===== src/rtl/txb_pkg.sv =====
package txb_pkg;
  typedef enum logic [1:0] {
    INV_NOP    = 2'b00,
    INV_SWITCH = 2'b01,
    INV_PAGING = 2'b10,
    INV_ONE    = 2'b11
  } inv_kind_e;
endpackage


===== src/rtl/txb_victim.sv =====
module txb_victim #(
  parameter int ENTRIES = 16,
  localparam int IDX_W = $clog2(ENTRIES)
) (
  input  logic               clk,
  input  logic               rst,
  input  logic               fill_valid,
  input  logic [ENTRIES-1:0] live_after_inv,
  input  logic [ENTRIES-1:0] same_key,
  output logic [IDX_W-1:0]   slot
);
  logic [IDX_W-1:0] rr_ptr;
  logic [IDX_W-1:0] free_idx, key_idx;
  logic             any_free, any_key;

  always_comb begin
    free_idx = '0;
    key_idx  = '0;
    for (int i = ENTRIES - 1; i >= 0; i--) begin
      if (!live_after_inv[i]) free_idx = IDX_W'(i);
      if (same_key[i])        key_idx  = IDX_W'(i);
    end
    any_free = ~&live_after_inv;
    any_key  = |same_key;
    if (any_key)       slot = key_idx;
    else if (any_free) slot = free_idx;
    else               slot = rr_ptr;
  end

  always_ff @(posedge clk) begin
    if (rst)                                    rr_ptr <= '0;
    else if (fill_valid && !any_key && !any_free) rr_ptr <= rr_ptr + 1'b1;
  end


  free_first_chk: assert property (@(posedge clk) disable iff (rst)
    (fill_valid && !any_key && any_free) |-> !live_after_inv[slot]);
endmodule


===== src/rtl/txb_store.sv =====
module txb_store
  import txb_pkg::*;
#(
  parameter int ENTRIES = 16,
  parameter int VPN_W   = 20,
  parameter int PPN_W   = 16,
  parameter int TID_W   = 1,
  localparam int IDX_W  = $clog2(ENTRIES)
) (
  input  logic               clk,
  input  logic               rst,
  input  logic               fill_valid,
  input  logic [TID_W-1:0]   fill_thread,
  input  logic [VPN_W-1:0]   fill_vpn,
  input  logic [PPN_W-1:0]   fill_ppn,
  input  logic               fill_global,
  input  logic               inv_valid,
  input  logic [TID_W-1:0]   inv_thread,
  input  inv_kind_e          inv_kind,
  input  logic [VPN_W-1:0]   inv_vpn,
  output logic [ENTRIES-1:0] live,
  output logic [TID_W-1:0]   owner [ENTRIES],
  output logic [VPN_W-1:0]   vpage [ENTRIES],
  output logic [PPN_W-1:0]   ppage [ENTRIES]
);
  logic [ENTRIES-1:0] glob;
  logic [ENTRIES-1:0] drop, live_post, same_key;
  logic [ENTRIES-1:0] mine, mine_local, mine_page, fill_mask;
  logic [IDX_W-1:0]   slot;

  always_comb begin
    for (int i = 0; i < ENTRIES; i++) begin
      mine[i]       = live[i] && (owner[i] == inv_thread);
      mine_local[i] = mine[i] && !glob[i];
      mine_page[i]  = mine[i] && (vpage[i] == inv_vpn);
      drop[i] = 1'b0;
      if (inv_valid) begin
        case (inv_kind)
          INV_SWITCH: drop[i] = mine_local[i];
          INV_PAGING: drop[i] = mine[i];
          INV_ONE:    drop[i] = mine_page[i];
          default:    drop[i] = 1'b0;
        endcase
      end
    end
    live_post = live & ~drop;
    for (int i = 0; i < ENTRIES; i++)
      same_key[i] = live_post[i] && (owner[i] == fill_thread) && (vpage[i] == fill_vpn);
    fill_mask = '0;
    if (fill_valid) fill_mask[slot] = 1'b1;
  end

  txb_victim #(.ENTRIES(ENTRIES)) u_victim (
    .clk            (clk),
    .rst            (rst),
    .fill_valid     (fill_valid),
    .live_after_inv (live_post),
    .same_key       (same_key),
    .slot           (slot)
  );

  always_ff @(posedge clk) begin
    if (rst) live <= '0;
    else     live <= live_post | fill_mask;
  end

  always_ff @(posedge clk) begin
    if (fill_valid) begin
      owner[slot] <= fill_thread;
      vpage[slot] <= fill_vpn;
      ppage[slot] <= fill_ppn;
      glob[slot]  <= fill_global;
    end
  end

  logic [ENTRIES-1:0] other_mask;
  always_comb
    for (int i = 0; i < ENTRIES; i++) other_mask[i] = live[i] && (owner[i] != inv_thread);


  other_thread_kept_chk: assert property (@(posedge clk) disable iff (rst)
    inv_valid |=> ((live & $past(other_mask) & ~$past(fill_mask)) ==
                   ($past(other_mask) & ~$past(fill_mask))));

  switch_flush_chk: assert property (@(posedge clk) disable iff (rst)
    (inv_valid && inv_kind == INV_SWITCH) |=>
      ((live & $past(mine_local) & ~$past(fill_mask)) == '0));

  paging_flush_chk: assert property (@(posedge clk) disable iff (rst)
    (inv_valid && inv_kind == INV_PAGING) |=>
      ((live & $past(mine) & ~$past(fill_mask)) == '0));

  one_page_chk: assert property (@(posedge clk) disable iff (rst)
    (inv_valid && inv_kind == INV_ONE) |=>
      ((live & $past(mine_page) & ~$past(fill_mask)) == '0));

  fill_lands_chk: assert property (@(posedge clk) disable iff (rst)
    fill_valid |=> (live[$past(slot)] && vpage[$past(slot)] == $past(fill_vpn) &&
                    owner[$past(slot)] == $past(fill_thread)));
endmodule


===== src/rtl/txb_lookup.sv =====
module txb_lookup #(
  parameter int ENTRIES = 16,
  parameter int VPN_W   = 20,
  parameter int PPN_W   = 16,
  parameter int TID_W   = 1
) (
  input  logic               clk,
  input  logic               rst,
  input  logic               lk_valid,
  input  logic [TID_W-1:0]   lk_thread,
  input  logic [VPN_W-1:0]   lk_vpn,
  input  logic [ENTRIES-1:0] live,
  input  logic [TID_W-1:0]   owner [ENTRIES],
  input  logic [VPN_W-1:0]   vpage [ENTRIES],
  input  logic [PPN_W-1:0]   ppage [ENTRIES],
  output logic               rsp_valid,
  output logic               rsp_hit,
  output logic [PPN_W-1:0]   rsp_ppn
);
  logic [ENTRIES-1:0] hit_vec;
  logic [PPN_W-1:0]   ppn_sel;

  always_comb begin
    ppn_sel = '0;
    for (int i = 0; i < ENTRIES; i++) begin
      hit_vec[i] = live[i] && (owner[i] == lk_thread) && (vpage[i] == lk_vpn);
      ppn_sel    = ppn_sel | (hit_vec[i] ? ppage[i] : '0);
    end
  end

  always_ff @(posedge clk) begin
    if (rst) begin
      rsp_valid <= 1'b0;
      rsp_hit   <= 1'b0;
      rsp_ppn   <= '0;
    end else begin
      rsp_valid <= lk_valid;
      rsp_hit   <= lk_valid && (|hit_vec);
      rsp_ppn   <= lk_valid ? ppn_sel : '0;
    end
  end


  single_match_chk: assert property (@(posedge clk) disable iff (rst)
    lk_valid |-> $onehot0(hit_vec));

  miss_zero_chk: assert property (@(posedge clk) disable iff (rst)
    !rsp_hit |-> (rsp_ppn == '0));
endmodule


===== src/rtl/txb_top.sv =====
module txb_top
  import txb_pkg::*;
#(
  parameter int ENTRIES = 16,
  parameter int VPN_W   = 20,
  parameter int PPN_W   = 16,
  parameter int THREADS = 2,
  localparam int TID_W  = (THREADS > 1) ? $clog2(THREADS) : 1
) (
  input  logic             clk,
  input  logic             rst,
  input  logic             lk_valid,
  input  logic [TID_W-1:0] lk_thread,
  input  logic [VPN_W-1:0] lk_vpn,
  output logic             rsp_valid,
  output logic             rsp_hit,
  output logic [PPN_W-1:0] rsp_ppn,
  input  logic             fill_valid,
  input  logic [TID_W-1:0] fill_thread,
  input  logic [VPN_W-1:0] fill_vpn,
  input  logic [PPN_W-1:0] fill_ppn,
  input  logic             fill_global,
  input  logic             inv_valid,
  input  logic [TID_W-1:0] inv_thread,
  input  logic [1:0]       inv_kind,
  input  logic [VPN_W-1:0] inv_vpn
);
  logic [ENTRIES-1:0] live;
  logic [TID_W-1:0]   owner [ENTRIES];
  logic [VPN_W-1:0]   vpage [ENTRIES];
  logic [PPN_W-1:0]   ppage [ENTRIES];

  txb_store #(.ENTRIES(ENTRIES), .VPN_W(VPN_W), .PPN_W(PPN_W), .TID_W(TID_W)) u_store (
    .clk (clk), .rst (rst),
    .fill_valid (fill_valid), .fill_thread (fill_thread), .fill_vpn (fill_vpn),
    .fill_ppn (fill_ppn), .fill_global (fill_global),
    .inv_valid (inv_valid), .inv_thread (inv_thread),
    .inv_kind (inv_kind_e'(inv_kind)), .inv_vpn (inv_vpn),
    .live (live), .owner (owner), .vpage (vpage), .ppage (ppage)
  );

  txb_lookup #(.ENTRIES(ENTRIES), .VPN_W(VPN_W), .PPN_W(PPN_W), .TID_W(TID_W)) u_lookup (
    .clk (clk), .rst (rst),
    .lk_valid (lk_valid), .lk_thread (lk_thread), .lk_vpn (lk_vpn),
    .live (live), .owner (owner), .vpage (vpage), .ppage (ppage),
    .rsp_valid (rsp_valid), .rsp_hit (rsp_hit), .rsp_ppn (rsp_ppn)
  );


  reset_quiet_chk: assert property (@(posedge clk)
    $past(rst) |-> (!rsp_valid && !rsp_hit && live == '0));
endmodule


===== config.mk =====
export PLATFORM = sky130hd
export DESIGN_NAME = txb_top
export DESIGN_NICKNAME = d
export VERILOG_FILES = /design/src/rtl/txb_pkg.sv /design/src/rtl/txb_victim.sv /design/src/rtl/txb_store.sv /design/src/rtl/txb_lookup.sv /design/src/rtl/txb_top.sv
export SDC_FILE = /design/constraint.sdc
export NUM_CORES = 1
export LEC_CHECK = 0
export BUFFER_PORTS_ARGS = -buffer_cell sky130_fd_sc_hd__buf_2
export CORE_UTILIZATION = 60
export DETAILED_ROUTE_END_ITERATION = 12
export PLACE_DENSITY = 0.75
export SETUP_SLACK_MARGIN = 0.4
export SLEW_MARGIN = 20
export SYNTH_ARGS = -nofsm -noshare
export SYNTH_HDL_FRONTEND = slang
export SYNTH_SLANG_ARGS = --single-unit

===== constraint.sdc =====
create_clock -name clk -period 13.2 [get_ports clk]
set_clock_uncertainty 0.2 [all_clocks]
set_input_delay 1.32 -clock clk [delete_from_list [all_inputs] [get_ports clk]]
set_output_delay 1.32 -clock clk [all_outputs]
set_load 0.005 [all_outputs]

# == Yosys cells after proc, flatten, opt, wreduce, memory -nomap -nowiden ==
# Index checks and enable logic that the tools add are counted.
# totals
inputBits,87
out_inout_bits,18
regBits,646
elab_cells,411
# classes
muxes,95
bitwise,20
reduce_logical,138
n_eq_ne,99
n_addsub,1
magnitude_cmp,4
# ops
operator,count
20-bit == test,48
320-bit bitwise mux,1
16-bit 2-to-1 mux,18
256-bit bitwise mux,1
16-bit bitwise OR,16
4-bit 2-to-1 mux,34
1-bit logical AND,117
20-bit demux with 4-bit select,1
16-bit demux with 4-bit select,1
1-bit == test,48
1-bit one-hot mux with 3 select lines,16
16-bit bitwise mux,2
16-bit OR reduction,2
20-bit 2-to-1 mux,1
1-bit 2-to-1 mux,18
1-bit logical NOT,17
16-bit AND,1
16-bit inverter,1
16-bit AND reduction,1
1-bit demux with 4-bit select,2
5-bit greater-or-equal comparator (second input constant),1
4-bit by 5-bit < comparator with 1-bit output (second input constant),1
5-bit by 1-bit < comparator with 1-bit output (second input constant),1
4-bit inverter with 5-bit output,1
other kinds (6),7

# == Longest topological paths before layout ==
# Gate-level depths: netlist of the first run.
# depth
word_depth,32
ltp_mapped,14
ltp_nobuf,11

# == Cells and area by module ==
# From an unflattened synthesis of the first run, not the netlist that was laid out.
# hier_totals
cells_unflattened,2720
area_unflattened_um2,35256.3
# modules_own_cells
mod,cells_per_inst,area_each_um2,seq_area_each_um2,instances
txb_store,1736,27528.9,18577.8,1
txb_lookup,904,7154.4,360.3,1
txb_victim,80,573.0,80.1,1

# == Least setup slack after synthesis of the first run ==
# Ideal clock, no wire load.
# synth_timing
path_type,input-to-reg
start,input fill_vpn[12]
end,"register u_store.glob[12], enable pin"
arrival_ns,6.283
path_buffers,3
path_stages,14
path_slack_ns,6.237
setup_time_ns,0.480
required_time_ns,12.520
cell_sequence,buf_2 -> buf_2 -> xnor2_1 -> nand4_1 -> nor4_1 -> nand4_1 -> a2bb2o_1 -> o2111ai_1 -> and4_1 -> o21a_1 -> nor2_1 -> buf_2 -> nand2_1 -> nor3_1
# synth_rtl
item,line,text
from (decl),txb_top.sv:20,"input logic [VPN_W-1:0] fill_vpn,"
"to (signal, indexed assignment)",txb_store.sv:72,glob[slot] <= fill_global;
to (decl),txb_store.sv:26,logic [ENTRIES-1:0] glob;

==> out/results.ini, run 1 <==
[outcome]
status=completed

[route]
ant_nets=0
wl_per_cell_um=34.81
dr.pass1.iters=6
drtIter0Drc=3306
vias=23840
viasPerCell=6.883
drc=0
routed_wl_um=120500

[worst_setup_path]
cp-start-kind=input pin
cp_data_required_time_ps=13260
worstPathMaxFanout=24
ff2ff_path_depth=11
crit_path_end_kind=register
cp.arrival_ps=6420
critPathKind=input pin to register

[synth]
yosys.area.top_type=edfxtp_1
ys_top_cells_by_area=edfxtp_1, xnor2_1, xor2_1, nand4_1, dfxtp_1
synth_seq_cells=646
syn_nets=2660
yosys.area.top_type_share_pct=54.02
synth_common_cells=edfxtp_1, xnor2_1, xor2_1
post-synth-top-count-cell=edfxtp_1
async_reset_ff_share_pct=0
synth_area_per_cell_um2=13.14
yosysWarnings=0
ys.flop_type=edfxtp_1
netlist-cell-type-count=66
syn_area_um2=33800
syn_inst=2572
synth-edff-count=608
yosysSeqAreaShare_pct=56.27

[cts]
cts-root-buf=clkbuf_16
clk_pin_slew_ps=60
cts_tree=done
clk_latency_ps=620
ctsHoldBuffers=0
clockBufferDepth=3
cts_resized=0
cts_buffers=69
cts.sinks=646
htreeDepth=3
cts_setup_buffers=0

[timing]
worst_pin_slew_ps=1135
min_period_ps=6351
report.final.hold_viol_count=0
max_freq_ghz=0.1575
drv_slew=0
finalSetupViolations=0
final.setup.worst_slack_ps=6849
relSlewSlack_pct=24.34
fin_setup_tns_ps=0
rsz0062_at_grt=no
period_share_pct=48.11

[place]
placed_cell_area_um2=34980
dp_slack_ps=6303
port_buffers=104
dp_hpwl_um=71090
place_congestion=0.9684

[global_routing]
grt_overflow=0
grt_pass1_wl_um=168800
grt_usage_pct=42.34
antenna_found_initial=3
grt_max_degree=40
first_global_vias=23670

[die]
rows=86
die_w_um=239.3
ios=105
die_h_um=239.3
start_util_pct=60.99
die-area_um2=57280
coreArea_um2=55420

[cells_and_area]
drive_above_1_share_pct=11.61
finish.utilization_pct=67.25
syn2layout_area_growth_pct=10.27
finish.instance_area_um2=37270
finalNetCount=2747
fillers=4056

[job]
maxCapViolations=0

[min_path]
min_delay_path_depth=2
worstHoldPathType=register to register

[pwr]
ir_worst_vdd_uv=125.3
power_density_nw_per_um2=125.6
p_total_w=0.004680
p_leak_nw=11.68

-- per-layer routing --
layer,global-route usage [%],part of all wire (%)
met1,52.84,36
met2,66.46,45
met3,9.496,12
met4,27.87,7.4
met5,0,0.011
-- through the flow --
stage,hold slack [ps],cells
global route,404.6,3462
CTS,361.5,3462
floorplan,280.5,2572
finish,369.3,3463
detailed placement,349.5,3336
global placement,317.2,3335
-- where the power goes --
| group | internal, W | total, W | switching, W | leakage (nW) |
|---|---|---|---|---|
| combinational | 0.000128 | 0.000426 | 0.000299 | 4.75 |
| clock | 0.00115 | 0.00197 | 0.000819 | 1.13 |
| sequential | 0.00226 | 0.00228 | 0.0000174 | 5.80 |
-- cells in the final DEF, fill, tap and decap left out, types with 7 or more instances in the layout --
master / instances
edfxtp_1: 608
xnor2_1: 572
xor2_1: 439
nand4_1: 164
nor4_1: 119
buf_2: 104
clkbuf_16: 71
a22o_1: 66
buf_4: 66
a221oi_1: 64
nor3_1: 50
nand3_1: 46
dfxtp_1: 38
o21ai_0: 25
nand2_1: 25
nor2b_1: 21
o211ai_1: 21
nor2_1: 18
a41oi_1: 17
clkbuf_1: 15
a21oi_1: 13
clkinv_2: 13
nor2_2: 12
clkinv_1: 7
o2bb2ai_1: 7
clkbuf_8: 7
-- worst max-delay path: stages --
cell and delay (ps):
buf_2 480, buf_4 440, xor2_1 130, nor4_1 320
nand4_1 140, nor4_1 770, a22oi_1 350, nand3_1 230
nand4bb_1 210, a21oi_2 110, nor2_2 570, and4bb_2 830
buf_4 440
-- layout make-up --
type | instances | area [µm²] | area share (%)
sequential | 646 | 19020 | 51.03
multi-input combinational | 1767 | 13970 | 37.49
clock buffer | 93 | 1929 | 5.177
timing repair buffer | 171 | 1036 | 2.780
tap | 748 | 935.9 | 2.511
clock inverter | 33 | 357.8 | 0.9602
inverter | 4 | 15.01 | 0.04029
antenna | 1 | 2.502 | 0.006715
-- kinds of logic after synthesis --
kind of cell | after synthesis | share of synthesized area [%]
xor+xnor | 1011 | 26.20
flops | 646 | 56.27
simple gates | 500 | 8.726
compound gates | 254 | 6.016
buf+inv | 159 | 2.721
mux | 1 | 0.02962
fa+ha+maj | 1 | 0.03701
-- worst paths after layout --
kind	startpoint	to	slack, ps
setup / recovery	fill_vpn[13]	u_store.ppage[218]	6850
hold / removal	u_store.u_victim.rr_ptr[3]	u_store.u_victim.rr_ptr[3]	370
setup reg to reg	u_store.vpage[175]	u_store.ppage[218]	7890
hold reg to reg	u_store.u_victim.rr_ptr[3]	u_store.u_victim.rr_ptr[3]	370
-- sequential cells by signal (all words and copies together), names as in the netlist --
| name | cells |
|---|---|
| u_store.vpage | 320 |
| u_store.ppage | 256 |
| u_lookup.rsp_ppn | 16 |
| u_store.glob | 16 |
| u_store.live | 16 |
| u_store.owner | 16 |
| u_store.u_victim.rr_ptr | 4 |
| u_lookup.rsp_hit | 1 |
| u_lookup.rsp_valid | 1 |
(Power assumes the default switching activity.)
==> run 2: changes to the inputs <==
==> constraint.sdc (replaced) <==
create_clock -name clk -period 6.45 [get_ports clk]
set_clock_uncertainty 0.2 [all_clocks]
set_input_delay 0.645 -clock clk [delete_from_list [all_inputs] [get_ports clk]]
set_output_delay 0.645 -clock clk [all_outputs]
set_load 0.005 [all_outputs]
==> run 2 against run 1 <==
Effect of this change: first-iteration DRC count grew 7.3%; global-route usage grew 3.0 points; utilization grew 1.8 points; sequential share of layout area shrank 1.3 points; critical path depth is the same; hold slack lost 200 ps; combinational power grew 120%; wire length grew 7.0%; largest cell class unchanged; largest power group unchanged; highest routed layer unchanged.
==> out/results.ini, run 2 (synthesized netlist as in run 1, its figures left out) <==
[cts]
clk_pin_slew_ps=60
htreeDepth=3
clk_latency_ps=650
cts_setup_buffers=0
cts_tree=done
cts.sinks=646
clockBufferDepth=3
cts-root-buf=clkbuf_16
cts_resized=0
ctsHoldBuffers=0
cts_buffers=71

[cells_and_area]
finish.instance_area_um2=38270
final_common_cell=edfxtp_1
most-common-layout-cells=edfxtp_1, xnor2_1, xor2_1
finalNetCount=2830
syn2layout_area_growth_pct=13.22
largest-register=u_store.vpage
drive_above_1_share_pct=14.35
top_regs=u_store.vpage (320), u_store.ppage (256)
largest_reg_flops=320

[global_routing]
antenna_found_initial=5
grt_usage_pct=45.38
first_global_vias=24250
grt_overflow=0
grt_max_degree=40
grt_pass1_wl_um=179100

[die]
die_h_um=239.3
rows=86
coreArea_um2=55420
die-area_um2=57280
ios=105
start_util_pct=60.99
die_w_um=239.3

[timing]
max_freq_ghz=0.1971
min_period_ps=5072
rsz0062_at_grt=no
whs_ps=168.2
worst_pin_slew_ps=1307
drv_slew=0
report.final.hold_viol_count=0
relSlewSlack_pct=12.05
finalSetupViolations=0
fin_setup_tns_ps=0
period_share_pct=78.64

[place]
dp_hpwl_um=84010
placed_cell_area_um2=35790
port_buffers=104
place_congestion=1.111

[route]
vias=24900
viasPerCell=7.011
ant_nets=0
met3_length_um=16830
dr_wl_met2_um=57000
drtIter0Drc=3548
dr.pass1.iters=5
routed_wl_um=129000
wl_met1_um=45100
drc=0
highest_layer=met5
wl_per_cell_um=36.33

[pwr]
p_sw_share_pct=25.17
p_total_w=0.009904
power_density_nw_per_um2=258.8
p_clk_share_pct=43.2
p_leak_nw=12.19
p_int_w=0.007411
pwr-share-comb_pct=9.6
p_sw_w=0.002493
ir_worst_vdd_uv=315.5
seqPwrFrac_pct=47.2

[min_path]
worstHoldPathType=input pin to register

[worst_setup_path]
cp-start-kind=input pin
worstPathMaxFanout=16
critPathKind=input pin to register
crit_path_end_kind=register
cp_data_required_time_ps=6550
cp.arrival_ps=5180

[outcome]
status=completed

[job]
maxCapViolations=0

## run 2: per-stage QoR
stage | util (%) | setup WS, ps | std cells
after global routing | 69.04 | 1277 | 3549
after global placement | 64.59 | 796.1 | 3417
after floorplan | - | 161.8 | 2572
after detailed placement | 64.59 | 840.7 | 3417
final | 69.05 | 1378 | 3551
after CTS | 69.04 | 1506 | 3549
## run 2: final cells by class
class                   instances  area [µm²]
diodes                          2       5.005
clock buffers                  88        1881
repair buffers                252        1819
well taps                     748       935.9
flip-flops and latches        646       19020
inverters                       4       15.01
multi-input cells            1767       14000
fillers                      3916       17150
clock inverters                44       588.1
## run 2: metal layers
| metal | vias to the layer above | global-route usage, % |
|---|---|---|
| met4 | 4 | 30.44 |
| met5 | - | 0 |
| met2 | 2215 | 68.78 |
| li1 | 9878 | - |
| met3 | 606 | 12.40 |
| met1 | 12190 | 57.08 |
## run 2: worst max-delay path, cell delays in order
cell and delay (ps):
buf_2 110, and2_1 740, buf_4 320, o21ai_0 120, a21oi_1 470, nand3_1 430, and3_1 310, and4b_1 250
a21boi_0 410, and2_1 250, o211ai_1 340, nor3_2 330, buf_4 400
## run 2: final timing paths
check,startpoint,end,slack [ps],depth (start not counted)
worst min-delay path,fill_ppn[4],u_store.ppage[100],170,1
worst max register to register,u_store.vpage[134],u_store.ppage[52],1620,12
worst min register to register,u_store.u_victim.rr_ptr[3],u_store.u_victim.rr_ptr[3],340,2
worst max-delay path,inv_kind[1],u_store.ppage[52],1380,13
## run 2: power by group through the flow
stage	registers, W	logic, W	clock network [W]
2_1_floorplan	0.00475	0.000516	0
3_3_place_gp	0.00476	0.000899	0
3_5_place_dp	0.00476	0.000904	0
4_1_cts	0.00467	0.000910	0.00429
5_1_grt	0.00467	0.000964	0.00444
6_report	0.00467	0.000955	0.00428
